**src/rtl/qsd_pkg.sv**
```systemverilog
package qsd_pkg;
  localparam int DIG_W  = 3;
  localparam int XFER_W = 2;

  typedef logic signed [DIG_W-1:0]  digit_t;
  typedef logic signed [XFER_W-1:0] xfer_t;

  localparam digit_t DIG_ILLEGAL = 3'b100;
endpackage

```
**src/rtl/qsd_split.sv**
```systemverilog
module qsd_split
  import qsd_pkg::*;
(
  input  digit_t a_i,
  input  digit_t b_i,
  output xfer_t  t_o,
  output digit_t s_o,
  output logic   bad_o
);
  logic signed [3:0] pair;
  logic signed [3:0] lowered;
  logic signed [3:0] raised;

  always_comb begin
    pair    = {a_i[2], a_i} + {b_i[2], b_i};
    lowered = pair - 4'sd4;
    raised  = pair + 4'sd4;
    bad_o   = (a_i == DIG_ILLEGAL) || (b_i == DIG_ILLEGAL);
    if (pair >= 4'sd3) begin
      t_o = 2'sb01;
      s_o = lowered[2:0];
    end else if (pair <= -4'sd3) begin
      t_o = 2'sb11;
      s_o = raised[2:0];
    end else begin
      t_o = '0;
      s_o = pair[2:0];
    end
  end

  // Bounds and value identity of the split
  always_comb begin
    if (!bad_o) begin
      assert_split_bound_R2: assert ((t_o != 2'sb10) && (int'(s_o) <= 2) && (int'(s_o) >= -2));
      assert_split_value_R2: assert ((int'(t_o) * 4 + int'(s_o)) == int'(pair));
    end
  end
endmodule

```
**src/rtl/qsd_merge.sv**
```systemverilog
module qsd_merge
  import qsd_pkg::*;
(
  input  digit_t s_i,
  input  xfer_t  t_i,
  output digit_t r_o
);
  always_comb begin
    r_o = s_i + {t_i[1], t_i};
  end
endmodule

```
**src/rtl/qsd_pipe_adder.sv**
```systemverilog
module qsd_pipe_adder
  import qsd_pkg::*;
#(
  parameter int NDIG = 4
) (
  input  logic                        clk,
  input  logic                        rst_n,
  input  logic                        in_valid,
  input  logic [NDIG*DIG_W-1:0]       in_a,
  input  logic [NDIG*DIG_W-1:0]       in_b,
  output logic                        out_valid,
  output logic [(NDIG+1)*DIG_W-1:0]   out_sum,
  output logic                        out_bad
);
  localparam int IN_W  = NDIG * DIG_W;
  localparam int OUT_W = (NDIG + 1) * DIG_W;
  localparam int TR_W  = NDIG * XFER_W;

  // step one outputs
  logic [TR_W-1:0] xfer_d;
  logic [IN_W-1:0] part_d;
  logic [NDIG-1:0] bad_d;

  // stage-one registers
  logic [TR_W-1:0] xfer_q;
  logic [IN_W-1:0] part_q;
  logic            bad1_q;
  logic            v1_q;

  // step two
  logic [OUT_W-1:0] sum_d;
  logic             ld1;
  logic             ld2;

  genvar g;
  generate
    for (g = 0; g < NDIG; g++) begin : g_split
      qsd_split u_split (
        .a_i  (in_a[g*DIG_W +: DIG_W]),
        .b_i  (in_b[g*DIG_W +: DIG_W]),
        .t_o  (xfer_d[g*XFER_W +: XFER_W]),
        .s_o  (part_d[g*DIG_W +: DIG_W]),
        .bad_o(bad_d[g])
      );
    end

    assign sum_d[0 +: DIG_W] = part_q[0 +: DIG_W];

    for (g = 1; g < NDIG; g++) begin : g_merge
      qsd_merge u_merge (
        .s_i(part_q[g*DIG_W +: DIG_W]),
        .t_i(xfer_q[(g-1)*XFER_W +: XFER_W]),
        .r_o(sum_d[g*DIG_W +: DIG_W])
      );
    end

    assign sum_d[NDIG*DIG_W +: DIG_W] =
      {xfer_q[TR_W-1], xfer_q[TR_W-1 -: XFER_W]};
  endgenerate

  // clock enables
  always_comb begin
    ld1 = in_valid;
    ld2 = v1_q;
  end

  // stage-one register
  always_ff @(posedge clk or negedge rst_n) begin
    if (!rst_n) begin
      xfer_q <= '0;
      part_q <= '0;
      bad1_q <= 1'b0;
      v1_q   <= 1'b0;
    end else begin
      v1_q <= ld1;
      if (ld1) begin
        xfer_q <= xfer_d;
        part_q <= part_d;
        bad1_q <= |bad_d;
      end
    end
  end

  // output register
  always_ff @(posedge clk or negedge rst_n) begin
    if (!rst_n) begin
      out_sum   <= '0;
      out_bad   <= 1'b0;
      out_valid <= 1'b0;
    end else begin
      out_valid <= ld2;
      if (ld2) begin
        out_sum <= sum_d;
        out_bad <= bad1_q;
      end else begin
        out_bad <= 1'b0;
      end
    end
  end

  // Assertions
  assert_stage1_R6: assert property (@(posedge clk) disable iff (!rst_n)
    in_valid |=> v1_q);
  assert_stage2_R6: assert property (@(posedge clk) disable iff (!rst_n)
    out_valid == $past(v1_q));
  assert_bad_qual_R8: assert property (@(posedge clk) disable iff (!rst_n)
    out_bad |-> out_valid);
  assert_hold_R9: assert property (@(posedge clk) disable iff (!rst_n)
    !v1_q |=> $stable(out_sum));

  generate
    for (g = 0; g <= NDIG; g++) begin : g_chk
      assert_no_overflow_R4: assert property (@(posedge clk) disable iff (!rst_n)
        (out_valid && !out_bad) |-> (out_sum[g*DIG_W +: DIG_W] != DIG_ILLEGAL));
    end
  endgenerate
endmodule

```
**config.mk**
```make
export PLATFORM = sky130hd
export DESIGN_NAME = qsd_pipe_adder
export DESIGN_NICKNAME = d
export VERILOG_FILES = /design/src/rtl/qsd_pkg.sv /design/src/rtl/qsd_split.sv /design/src/rtl/qsd_merge.sv /design/src/rtl/qsd_pipe_adder.sv
export SDC_FILE = /design/constraint.sdc
export NUM_CORES = 1
export LEC_CHECK = 0
export ABC_AREA = 1
export BUFFER_PORTS_ARGS = -buffer_cell sky130_fd_sc_hd__buf_2
export CORE_AREA = 2 2 68 70
export DETAILED_ROUTE_END_ITERATION = 7
export DIE_AREA = 0 0 70 72
export PLACE_DENSITY = 0.77
export SLEW_MARGIN = 20
export SYNTH_ARGS = -nofsm -noshare
export SYNTH_HDL_FRONTEND = slang
export SYNTH_SLANG_ARGS = --single-unit
```
**constraint.sdc**
```tcl
create_clock -name clk -period 1.4 [get_ports clk]
set_input_delay 0.14 -clock clk [delete_from_list [all_inputs] [get_ports clk]]
set_output_delay 0.14 -clock clk [all_outputs]
set_load 0.005 [all_outputs]
```
======== Yosys cells after proc, flatten, opt, wreduce, memory -nomap -nowiden ========
Cells that the tools add are included.
operators by class
  add/subtract/negate cells ............... 15
  $lt $le $gt $ge ......................... 8
  eq/ne operators ......................... 8
  mux-type cells .......................... 17
  reductions and logical operators ........ 5
operators by type and width
  cell                                                             number
  equality test 3 bit (second input constant)                      8
  2-to-1 mux 3 bit                                                 8
  adder 3 x 3 -> 4 bit                                             4
  >= comparator 4 x 3 -> 1 bit (second input constant)             4
  less-or-equal comparator 4 x 3 -> 1 bit (second input constant)  4
  2-to-1 mux 2 bit                                                 8
  adder 3 bit (second input constant)                              4
  subtractor 3 bit (second input constant)                         4
  adder 3 bit                                                      3
  logical OR 1 bit                                                 4
  OR reduction 4 bit                                               1
  2-to-1 mux 1 bit                                                 1
storage, ports and cells
  flip-flop bits (word level) ............. 38
  bits of input ports ..................... 27
  output and inout port bits .............. 17
  logic and storage cells ................. 60

======== Longest topological paths before layout ========
Gate-level depths: netlist (run 1).
  depth after elaboration ................. 4
  gate-level depth with buffers ........... 10

======== Cells and area by module ========
From an unflattened synthesis (run 1), not the netlist that was laid out.
unflattened totals
  cells, all modules ...................... 304
  area total of the unflattened synthesis .. 2333.5 sq um
by module, submodules not included
  module          times used  cells each  area an instance (sq um)  sequential area each (sq um)
  qsd_pipe_adder  1           156         1455.1                    950.9
  qsd_split       4           28          165.2                     0.0
  qsd_merge       3           12          72.6                      0.0

======== Worst setup path after synthesis (run 1) ========
Ideal clock, no wire load.
  kind .................................... input to register
  start ................................... input in_a[9]
  end ..................................... register xfer_q[6]
  data arrival time ....................... 1.206 ns
  data required time ...................... 1.283 ns
  setup slack ............................. 0.076 ns
  stages on the path ...................... 8
  path buffers ............................ 0
  cells stage by stage .................... ha_1 inv_1 fa_1 nor2_1 a21oi_1 nand3_1 nand3_1 nand2_1
between the ends
  word-level cells in the longest chain between the ends .. 4
  elaborated cells on any way between the ends .. 5
  classes of those cells .................. 1 x add/sub; 2 x order compare; 2 x mux
RTL lines
  what                                     line                  text
  from (decl)                              qsd_pipe_adder.sv:9   input logic [NDIG*DIG_W-1:0] in_a,
  adder 3 x 3 -> 4 bit *                   qsd_split.sv:15       pair = {a_i[2], a_i} + {b_i[2], b_i};
  less-or-equal comparator 4 x 3 -> 1 bit  qsd_split.sv:22       end else if (pair <= -4'sd3) begin
  2-to-1 mux 2 bit                         qsd_split.sv:22
  2-to-1 mux 2 bit *                       qsd_split.sv:19       if (pair >= 4'sd3) begin
  to (signal assigned)                     qsd_pipe_adder.sv:77  xfer_q <= xfer_d;
  to (decl)                                qsd_pipe_adder.sv:25  logic [TR_W-1:0] xfer_q;
Mark *: on every way between the ends. The rest lies on a longest branch, timed or not.
A chain may end at the register's enable or synchronous reset.

======== Worst setup path after layout (run 1) ========
  start ................................... register xfer_q[4]
  end ..................................... register out_sum[11]
between the ends
  word-level cells in the longest chain between the ends .. 1
RTL lines
  what                  line                  text
  adder 3 bit           qsd_merge.sv:9        r_o = s_i + {t_i[1], t_i};
  to (signal assigned)  qsd_pipe_adder.sv:93  out_sum <= sum_d;
  to (decl)             qsd_pipe_adder.sv:12  output logic [(NDIG+1)*DIG_W-1:0] out_sum,
No other way between the ends.

==> results of run 1 <==
==> synthesized netlist by cell type (all sizes together) <==
library cell and n:
xor2 3, xnor2 3, nand2 105, nand4 4, ha 15, nor2 18
inv 44, nand3 12, o21ai 31, buf 8, a21oi 4, dfrtp 38
fa 7
==> per-layer routing <==
layer / part of all wire / vias to the layer above / track usage
met5: 0 / - / 0
met4: 0.014 / 0 / 0.0726
met3: 0.044 / 4 / 0.0389
met2: 0.48 / 43 / 0.357
met1: 0.46 / 875 / 0.231
li1: - / 1012 / -
==> cells by family after synthesis <==
family,Yosys count,share of synthesized area
AOI/OAI and AO/OA,35,0.0765
xor gates and xnor gates,6,0.0230
adders and majority gates,22,0.143
buffers and inverters,52,0.0940
DFF,38,0.416
and+or+nand+nor,139,0.248
==> registers in the layout, indices dropped and copies added (netlist names) <==
name,flops
ld2,1
part_q,12
bad1_q,1
out_valid,1
out_bad,1
xfer_q,8
out_sum,14
==> cell type report <==
| class | count | area, µm² |
|---|---|---|
| fill | 394 | 1540 |
| tap | 52 | 65.1 |
| multi-input combinational | 202 | 1130 |
| sequential | 38 | 951 |
| clock buffer | 7 | 76.3 |
| inverter | 44 | 165 |
| timing repair buffer | 57 | 335 |
==> metrics by stage <==
step / worst slack [ps] / util / setup TNS, ps
after global routing: 4.63 / 0.638 / 0
final: 78.9 / 0.638 / 0
after global placement: -109 / 0.611 / -637
after floorplan: 76.5 / - / 0
after CTS: 38.7 / 0.631 / 0
after detailed placement: -117 / 0.611 / -853
==> repair_timing <==
item                                   4_1_cts  5_1_grt
setup buffers                                0        3
setup endpoints to repair                    0        2
endpoints found under the hold margin       19        0
hold buffers                                 1        0
gates resized for setup                      0        4
==> report_power, final <==
group	switching, mW	internal (mW)
logic	0.494	0.413
registers	0.117	1.31
clock network	0.341	0.342
==> cell usage in the layout (no fill, tap or decap) <==
cell,n
xor2_1,3
nand3_1,12
buf_12,1
clkbuf_1,2
inv_1,42
dfrtp_1,38
buf_4,12
nand4_1,4
o21ai_1,16
clkbuf_8,5
xnor2_1,3
ha_1,14
buf_2,43
nand2_1,97
nor2_1,18
fa_1,5
a21oi_1,4
fa_2,2
o21ai_0,15
nand2_2,8
dlygate4sd3_1,1
inv_2,2
ha_2,1
==> worst max-delay path: cells and delay by family (launching register included) <==
family	cells	cell delay, ps
buffers and inverters	2	120
xor gates and xnor gates	1	150
DFF	1	350
adders and majority gates	2	510
AOI/OAI and AO/OA	1	70
==> path summary, 6_finish.rpt <==
path                          endpoint  slack [ps]  cells past startpoint   startpoint
min reg2reg                out_sum[12]         470                      2  out_sum[12]
min                                ld2         120                      1     in_valid
max reg2reg                out_sum[11]          80                      6    xfer_q[4]
max                        out_sum[11]          80                      6    xfer_q[4]
max in group asynchronous    xfer_q[6]         600                      3        rst_n
min in group asynchronous    xfer_q[2]         340                      2        rst_n
==> impl_results.md, run 1 <==
- Maximum operating frequency: 757 MHz
- Die H: 72 µm
- Largest fanout on the critical path: 2
- Setup repair after global routing missed its margin: no
- Syn Std Cell Area: 2290 µm²
- Wire length of the first global-routing pass: 7960 µm
- Sequential cell area fraction in the yosys report: 0.416
- Startpoint-to-endpoint class of the critical path: reg2reg
- Number of antenna violations at the first check in global routing: 0
- Largest net degree at the start of global routing: 22
- Area leader, netlist: dfrtp_1
- Clock Root Buffer: clkbuf_8
- Clock latency on the worst-skew pair: 280 ps
- Number of buffers inserted during clock tree synthesis: 5
- Vias after detailed routing: 1,934
- Gate count after technology mapping: 292
- Highest-delay cell along the critical path: fa_1
- Core area: 4260 µm²
- Worst IR Drop VDD: 0.407 mV
- GRT overflow: 0
- Area growth syn-to-layout: 19.0%
- Area share of the largest cell type after synthesis: 0.416
- Die area: 5040 µm²
- Final Slew Violations: 0
- Htree depth: 2
- Routed Antenna Nets: 0
- Pleak: 1.53 nW
- Post-route DRC violation count: 0
- Port Buffer Count: 43
- Average wire per cell in the routed design: 10.9 µm
- Crit path capture type: flip-flop
- 1st-iter DRT viols: 121
- Finish-stage setup viols: 0
- Placed Instances: 389
- Unique cell type count in the Yosys netlist: 17
- Pwr Total: 3.01 mW
- Final hold violation count: 0
- Time the final worst path needs with I/O delays and setup: 1320 ps
- Kind of path behind the tightest hold check: in2reg
- Clock buffer depth: 2
- Max-slew headroom: 0.699
- Slew @ Worst Pin: 451 ps
- Required @ worst endpoint: 1570 ps
- Yosys Warn Count: 0
- Synthesized net count: 341
- Fraction of layout instances using a drive strength above 1: 0.213
- Cell occurring most often along the worst timing path: inv_1
- Post-Synthesis Mean Instance Area: 7.84 µm²
- Clock sinks: 38
- Routed WL: 4380 µm
- Total number of nets in the final design: 397
- Series of cell instances along the critical path: ha_1 -> inv_1 -> fa_1 -> inv_1 -> xor2_1 -> o21ai_1
- Run status: finished clean
- Die Width: 70 µm
- Avg Vias per Cell: 4.84
- Number of global-route vias before repair: 1,949
- Smallest hold slack: 116 ps
- Clock slew at the register clock pins of the worst setup and hold paths: 70 ps
- Top cells by area in the synthesized netlist: dfrtp_1, nand2_1, ha_1
- Max incr delay on CP: 360 ps
- Post-Route Skew: 3.47 ps
- Effective utilization at floorplan: 0.537
- Startpoint type of the worst setup path: flip-flop
- Placer Congestion: 0.787
- Ports placed on the boundary: 44
- Total routing usage reported by global routing: 0.196
- Flop and latch count out of synthesis: 38
- Post-route fraction of the period consumed by the critical path: 0.944
- Count of inserted antenna diode cells: 0
- Layout Cell Area excl Fill: 2720 µm²
- Number of cell rows: 24
- Final HPWL DP: 3480 µm
- Post-detailed-placement cell area: 2610 µm²
- First-pass DRT Iterations: 4
- Worst endpoint data arrival time: 1490 ps
- Pwr/cell area: 1110 nW/µm²
- Final Non-Filler Cells: 400
- Clock tree from TritonCTS: yes
- Max-capacitance violation count: 0
(Power assumes the default switching activity.)
==> run 2: changes to the inputs <==
--- a/config.mk
+++ b/config.mk
@@ -5,12 +5,11 @@
 export SDC_FILE = /design/constraint.sdc
 export NUM_CORES = 1
 export LEC_CHECK = 0
-export ABC_AREA = 1
 export BUFFER_PORTS_ARGS = -buffer_cell sky130_fd_sc_hd__buf_2
-export CORE_AREA = 2 2 68 70
+export CORE_AREA = 2 2 67 69
 export DETAILED_ROUTE_END_ITERATION = 7
-export DIE_AREA = 0 0 70 72
-export PLACE_DENSITY = 0.77
+export DIE_AREA = 0 0 69 71
+export PLACE_DENSITY = 0.78
 export SLEW_MARGIN = 20
 export SYNTH_ARGS = -nofsm -noshare
 export SYNTH_HDL_FRONTEND = slang
==> run 2 against run 1 <==
Net effect:
- the flow now finishes with violations (setup timing)
- non-clock buffer count up 28
- global-route usage rose by 0.43 points
- combinational power up 43%
- power is 30% higher
- final area increased by 13%
- worst hold slack improved by 63 ps
- final cell count is 14% lower
- critical path depth did not move
- first-iteration DRC count shrank 64%
- flip-flop and latch count stayed put
- sequential power is 5% higher
- critical path type unchanged
- critical endpoint is now out_sum[8]
==> impl_results.md, run 2 <==
- Worst IR Drop VDD: 0.707 mV (+74%)
- Number of enable flip-flop cells after synthesis: 0 (unchanged)
- Effective utilization at floorplan: 0.534 (-0.00305)
- Gate count after technology mapping: 208 (-29%)
- Die H: 71 µm (-1.4%)
- Final Slew Violations: 0 (unchanged)
- Pwr/cell area: 1270 nW/µm² (+15%)
- Number of cell rows: 24 (unchanged)
- Number of antenna violations at the first check in global routing: 0 (unchanged)
- Post-route DRC violation count: 0 (unchanged)
- Most common library cell in the layout ignoring fill and taps: buf_4
- Number of stages on the worst hold path: 2 (+1)
- Max incr delay on CP: 370 ps (about the same)
- 1st-iter DRT viols: 43 (-64%)
- Fraction of layout instances using a drive strength above 1: 0.463 (+0.250)
- Count of inserted antenna diode cells: 0 (unchanged)
- Finish-stage setup viols: 3 (+3)
- Avg Vias per Cell: 5.17 (+6.9%)
- Flop and latch count out of synthesis: 38 (unchanged)
- Area leader, netlist: dfrtp_1
- GRT overflow: 0 (unchanged)
- Max-capacitance violation count: 0 (unchanged)
- Post-Synthesis Mean Instance Area: 10.8 µm² (+38%)
- Highest-delay cell along the critical path: dfrtp_1
- Syn Std Cell Area: 2240 µm² (-2.0%)
- First-pass DRT Iterations: 5 (+1)
- Die area: 4900 µm² (-2.8%)
- Final HPWL DP: 3540 µm (+1.9%)
- Leading register cell type out of synthesis: dfrtp_1
- Biggest registers after layout: out_sum x14, part_q x12, xfer_q x8
- Final Non-Filler Cells: 346 (-14%)
- Commonest cells in the synthesized netlist: dfrtp_1, inv_1, nor2_1
- Top cells by area in the synthesized netlist: dfrtp_1, ha_1, fa_1
- Depth of the worst register-to-register path: 6 (unchanged)
- Clock latency on the worst-skew pair: 280 ps (about the same)
- Largest net degree at the start of global routing: 39 (+77%)
- Placed Instances: 331 (-15%)
- Final hold violation count: 0 (unchanged)
- Failing checks: setup timing
- Average wire per cell in the routed design: 13.9 µm (+27%)
- Port Buffer Count: 43 (unchanged)
- Async set-reset flop share out of synthesis: 1.00 (unchanged)
- Post-detailed-placement cell area: 2820 µm² (+8.1%)
- Number of buffers inserted during clock tree synthesis: 5 (unchanged)
- Crit path max-delay family: adder cells
- Buffers plus inverters on the worst setup path: 1 (-1)
- Clock tree from TritonCTS: yes
- HP Start: in_valid
- Die Width: 69 µm (-1.4%)
- Post-layout worst setup margin: -37.3 ps (-116 ps)
- Layout Cell Area excl Fill: 3070 µm² (+13%)
- Pleak: 1.47 nW (-3.7%)
- Startpoint type of the worst setup path: flip-flop
- Crit path capture type: flip-flop
- Run status: finished with violations
- Max-slew headroom: 0.691 (-0.00843)
- Total routing usage reported by global routing: 0.200 (+0.00428)
- Unique cell type count in the Yosys netlist: 49 (+32)
- Total number of nets in the final design: 342 (-14%)
- Setup repair after global routing missed its margin: yes
- Worst slack after detailed placement: -304 ps (-187 ps)
- Synthesized net count: 257 (-25%)
- Area growth syn-to-layout: 37.0%
- Clock Root Buffer: clkbuf_8
- Register with the most flip-flops: out_sum
- Number of global-route vias before repair: 1,744 (-11%)
- Minimum setup slack among reg-to-reg paths: -40 ps (-120 ps)
- Core area: 4200 µm² (-1.4%)
- Clock slew at the register clock pins of the worst setup and hold paths: 80 ps (about the same)
- Number of flip-flops under the largest register name: 14 (unchanged)
- Clock sinks: 38 (unchanged)
- Clock buffer depth: 2 (unchanged)
- Yosys Warn Count: 0 (unchanged)
- Wire length of the first global-routing pass: 7800 µm (-2.1%)
- Reg-to-Reg Start: xfer_q[2]
- Required @ worst endpoint: 1570 ps (about the same)
- Post-Route Skew: 6.70 ps (+3.23 ps)
- Series of cell instances along the critical path: ha_1 -> inv_1 -> fa_2 -> xor2_1 -> xnor2_1 -> a21oi_1
- End of the worst register-to-register path: out_sum[8]
- Htree depth: 2 (unchanged)
- Startpoint-to-endpoint class of the critical path: reg2reg
- Largest fanout on the critical path: 2 (unchanged)
- Post-route fraction of the period consumed by the critical path: 1.03 (+0.0830)
- Routed WL: 4830 µm (+10%)
- Most used cells in the layout excluding fill and tap cells: buf_4, buf_2, dfrtp_1
- Ports placed on the boundary: 44 (unchanged)
- Routed Antenna Nets: 0 (unchanged)
- Worst Hold Path EP: ld2
- Area share of the largest cell type after synthesis: 0.424 (+0.00834)
- Maximum operating frequency: 696 MHz (-8.1%)
- Time the final worst path needs with I/O delays and setup: 1440 ps (+116 ps)
- Slew @ Worst Pin: 464 ps (+12.6 ps)
- Sequential cell area fraction in the yosys report: 0.424 (+0.00834)
- Vias after detailed routing: 1,788 (-7.5%)
- Worst endpoint data arrival time: 1610 ps (+120 ps)
- Placer Congestion: 0.800 (+1.6%)
- Most repeated cell in the gate-level netlist after synthesis: dfrtp_1
- Kind of path behind the tightest hold check: in2reg
## run 2: how the worst max path moves through the flow
stage               startpoint           to  cells past startpoint
global placement       in_a[9]    xfer_q[6]                      7
floorplan              in_a[3]    xfer_q[2]                      6
global route         part_q[9]  out_sum[11]                      6
finish               xfer_q[2]   out_sum[8]                      6
detailed placement     in_a[3]    xfer_q[2]                      7
CTS                  xfer_q[2]   out_sum[8]                      6
## run 2: timing repair
action	4_1_cts	5_1_grt
setup buffers	4	2
endpoints found under the setup margin	3	7
pin swaps	5	6
gates resized for setup	4	8
hold buffers	1	0
endpoints found under the hold margin	38	0
## run 2: through the flow
stage	power, mW	hold WS [ps]	util	TNS [ps]
final	3.92	179	0.731	-70.3
after CTS	3.89	172	0.717	-53.0
after global placement	2.64	206	0.670	-1720
after detailed placement	2.69	208	0.670	-2370
after floorplan	2.19	-156	-	-366
after global routing	4.16	191	0.731	-325
## run 2: per-layer routing
metal / wire [µm] / global-route usage / part of all wire
met2: 2360 / 0.326 / 0.49
met5: 0 / 0 / 0
met4: 70 / 0.0675 / 0.015
met3: 229 / 0.0413 / 0.047
met1: 2170 / 0.270 / 0.45
## run 2: area by class of cell
type / count / area [µm²]
repair buffers: 85 / 538
inverters: 27 / 101
clock buffers: 6 / 82.6
clock inverters: 2 / 60.1
well taps: 52 / 65.1
fillers: 299 / 1130
flip-flops and latches: 38 / 951
multi-input cells: 136 / 1280
## run 2: worst reg2reg max path: cells and delay by family, from the launching register on
kind,cells,cell delay (ps)
adders and majority gates,2,470
DFF,1,370
xor gates and xnor gates,2,350
AOI/OAI and AO/OA,1,80
buffers and inverters,1,50
## run 2: report_power, final
group	switching, mW	internal, mW
Combinational	0.584	0.714
Clock	0.370	0.760
Sequential	0.135	1.36
Total	1.09	2.83
## run 2: logic make-up after synthesis
kind of cell | synth area share
fa+ha+maj | 0.146
buf+inv | 0.0625
flops | 0.424
mux | 0.0870
simple gates | 0.102
compound gates | 0.140
xor+xnor | 0.0390
==> run 3: changes to the inputs <==
==> constraint.sdc (replaced) <==
create_clock -name clk -period 1.4 [get_ports clk]
set_input_delay 0.14 -clock clk [delete_from_list [all_inputs] [get_ports clk]]
set_output_delay 0.14 -clock clk [all_outputs]
set_load 0.1 [all_outputs]
==> run 3 against run 2 <==
Net effect:
- sequential power about the same
- maximum frequency decreased by 0.85%
- critical path type unchanged
- final cell count decreased by 1.4%
- the flow still finishes with violations (setup timing)
==> impl_results.md, run 3 (synthesis results as in run 2) <==
- Wire length of the first global-routing pass: 8020 µm (+2.8%)
- Post-route fraction of the period consumed by the critical path: 1.04 (+0.00876)
- Minimum setup slack among reg-to-reg paths: -50 ps (about the same)
- Clock Root Buffer: clkbuf_8
- Clock slew at the register clock pins of the worst setup and hold paths: 70 ps (about the same)
- Max-capacitance violation count: 0 (unchanged)
- Worst setup path end: out_sum[11]
- Count of inserted antenna diode cells: 0 (unchanged)
- Total area of multi-input combinational cells: 1270 µm² (-0.39%)
- Combined flip-flop and latch cell area: 952 µm² (+0.13%)
- Reg-to-Reg Start: xfer_q[4]
- Placer Congestion: 0.804 (+0.50%)
- First-pass DRT Iterations: 4 (-1)
- Slew @ Worst Pin: 488 ps (+23.8 ps)
- Core area: 4200 µm² (unchanged)
- Worst IR Drop VDD: 0.659 mV (-6.8%)
- Area growth syn-to-layout: 33.5%
- Port Buffer Count: 43 (unchanged)
- Worst slack after detailed placement: -284 ps (+20.0 ps)
- Max-slew headroom: 0.677 (-0.0136)
- HP Start: in_valid
- Pleak: 1.42 nW (-3.3%)
- Depth of the worst register-to-register path: 6 (unchanged)
- 1st-iter DRT viols: 58 (+35%)
- Final hold violation count: 0 (unchanged)
- Most used cells in the layout excluding fill and tap cells: buf_2, dfrtp_1, buf_4
- Number of global-route vias before repair: 1,814 (+4.0%)
- Number of buffers inserted during clock tree synthesis: 5 (unchanged)
- Post-CTS Setup Bufs: 0 (-4)
- Total number of nets in the final design: 337 (-1.5%)
- Pwr/cell area: 1570 nW/µm² (+23%)
- Crit path capture type: flip-flop
- Clock sinks: 38 (unchanged)
- Number of flip-flops under the largest register name: 14 (unchanged)
- Finish-stage setup viols: 3 (unchanged)
- Number of cell rows: 24 (unchanged)
- GRT overflow: 0 (unchanged)
- Clock buffer depth: 2 (unchanged)
- Biggest registers after layout: out_sum x14, part_q x12, xfer_q x8
- End of the worst register-to-register path: out_sum[11]
- Startpoint type of the worst setup path: flip-flop
- Die area: 4900 µm² (unchanged)
- Largest net degree at the start of global routing: 22 (-44%)
- Avg Vias per Cell: 5.20 (+0.67%)
- Total routing usage reported by global routing: 0.204 (+0.00362)
- Maximum operating frequency: 690 MHz (-0.85%)
- Routed WL: 4700 µm (-2.7%)
- Vias after detailed routing: 1,774 (-0.78%)
- Beginning of the critical path: xfer_q[4]
- Number of antenna violations at the first check in global routing: 0 (unchanged)
- Kind of path behind the tightest hold check: in2reg
- Routed Antenna Nets: 0 (unchanged)
- Register with the most flip-flops: out_sum
- Setup repair after global routing missed its margin: yes
- Startpoint-to-endpoint class of the critical path: reg2reg
- Layout Cell Area excl Fill: 3000 µm² (-2.6%)
- Post-detailed-placement cell area: 2840 µm² (+0.75%)
- Die Width: 69 µm (unchanged)
- Htree depth: 2 (unchanged)
- Largest fanout on the critical path: 2 (unchanged)
- Final HPWL DP: 3730 µm (+5.4%)
- Ports placed on the boundary: 44 (unchanged)
- Fraction of layout instances using a drive strength above 1: 0.457 (-0.00584)
- Average wire per cell in the routed design: 13.8 µm (-1.3%)
- Failing checks: setup timing
- Effective utilization at floorplan: 0.534 (unchanged)
- Required @ worst endpoint: 1570 ps (about the same)
- Final Slew Violations: 0 (unchanged)
- Post-route DRC violation count: 0 (unchanged)
- Fill cells: 313 (+4.7%)
- Most common library cell in the layout ignoring fill and taps: buf_2
- Worst endpoint data arrival time: 1620 ps (about the same)
- Post-Route Skew: 3.41 ps (-3.28 ps)
- Die H: 71 µm (unchanged)
- Clock tree from TritonCTS: yes
- Clock latency on the worst-skew pair: 280 ps (about the same)
- Run status: finished with violations
- Time the final worst path needs with I/O delays and setup: 1450 ps (+12.3 ps)
- Post-layout worst setup margin: -49.6 ps (-12.3 ps)
[run 3: report_power, final]
group | total, mW | internal [mW] | leakage, nW | switching, mW
Clock | 0.783 | 0.396 | 0.0472 | 0.388
Sequential | 1.50 | 1.36 | 0.444 | 0.139
Combinational | 2.43 | 0.682 | 0.932 | 1.75
Total | 4.71 | 2.44 | 1.42 | 2.27
[run 3: layout make-up]
| cell class | count | share of cell area |
|---|---|---|
| clock buffers | 6 | 0.0276 |
| clock inverters | 2 | 0.00418 |
| inverters | 27 | 0.0338 |
| multi-input cells | 136 | 0.424 |
| flip-flops and latches | 38 | 0.318 |
| well taps | 52 | 0.0217 |
| repair buffers | 80 | 0.170 |
[run 3: repair_timing]
item                                    CTS  global route
hold endpoints to repair                 17             0
gates resized for setup                   4             7
pin swaps                                 5             7
hold buffers                              1             0
endpoints found under the setup margin    3             7
[run 3: worst min path at each step]
stage | slack, ps | cells after the start | endpoint
after floorplan | -160 | 0 | bad1_q
after global placement | 100 | 1 | out_sum[0]
after detailed placement | 100 | 1 | part_q[0]
after CTS | 170 | 2 | ld2
after global routing | 170 | 2 | ld2
final | 170 | 2 | ld2
[run 3: critical path: stages (launching register included)]
cell	delay, ps
dfrtp_1	370
ha_2	180
inv_1	50
fa_2	350
xnor2_2	140
xnor2_1	160
a21oi_1	80
[run 3: stage by stage]
stage / hold slack (ps) / cells / setup TNS, ps / power [mW] / utilization
after floorplan: -156 / 208 / -366 / 3.35 / -
after global placement: 103 / 332 / -1730 / 3.82 / 0.675
after detailed placement: 104 / 332 / -2400 / 3.89 / 0.675
after CTS: 167 / 341 / -174 / 4.69 / 0.703
after global routing: 170 / 341 / -364 / 4.95 / 0.713
final: 170 / 341 / -114 / 4.71 / 0.713
[run 3: layer usage]
layer | vias up | GRT usage | routed length, µm
li1 | 874 | - | -
met1 | 849 | 0.264 | 2150
met2 | 46 | 0.349 | 2310
met3 | 5 | 0.0456 | 197
met4 | 0 | 0.0545 | 39
met5 | - | 0 | 0
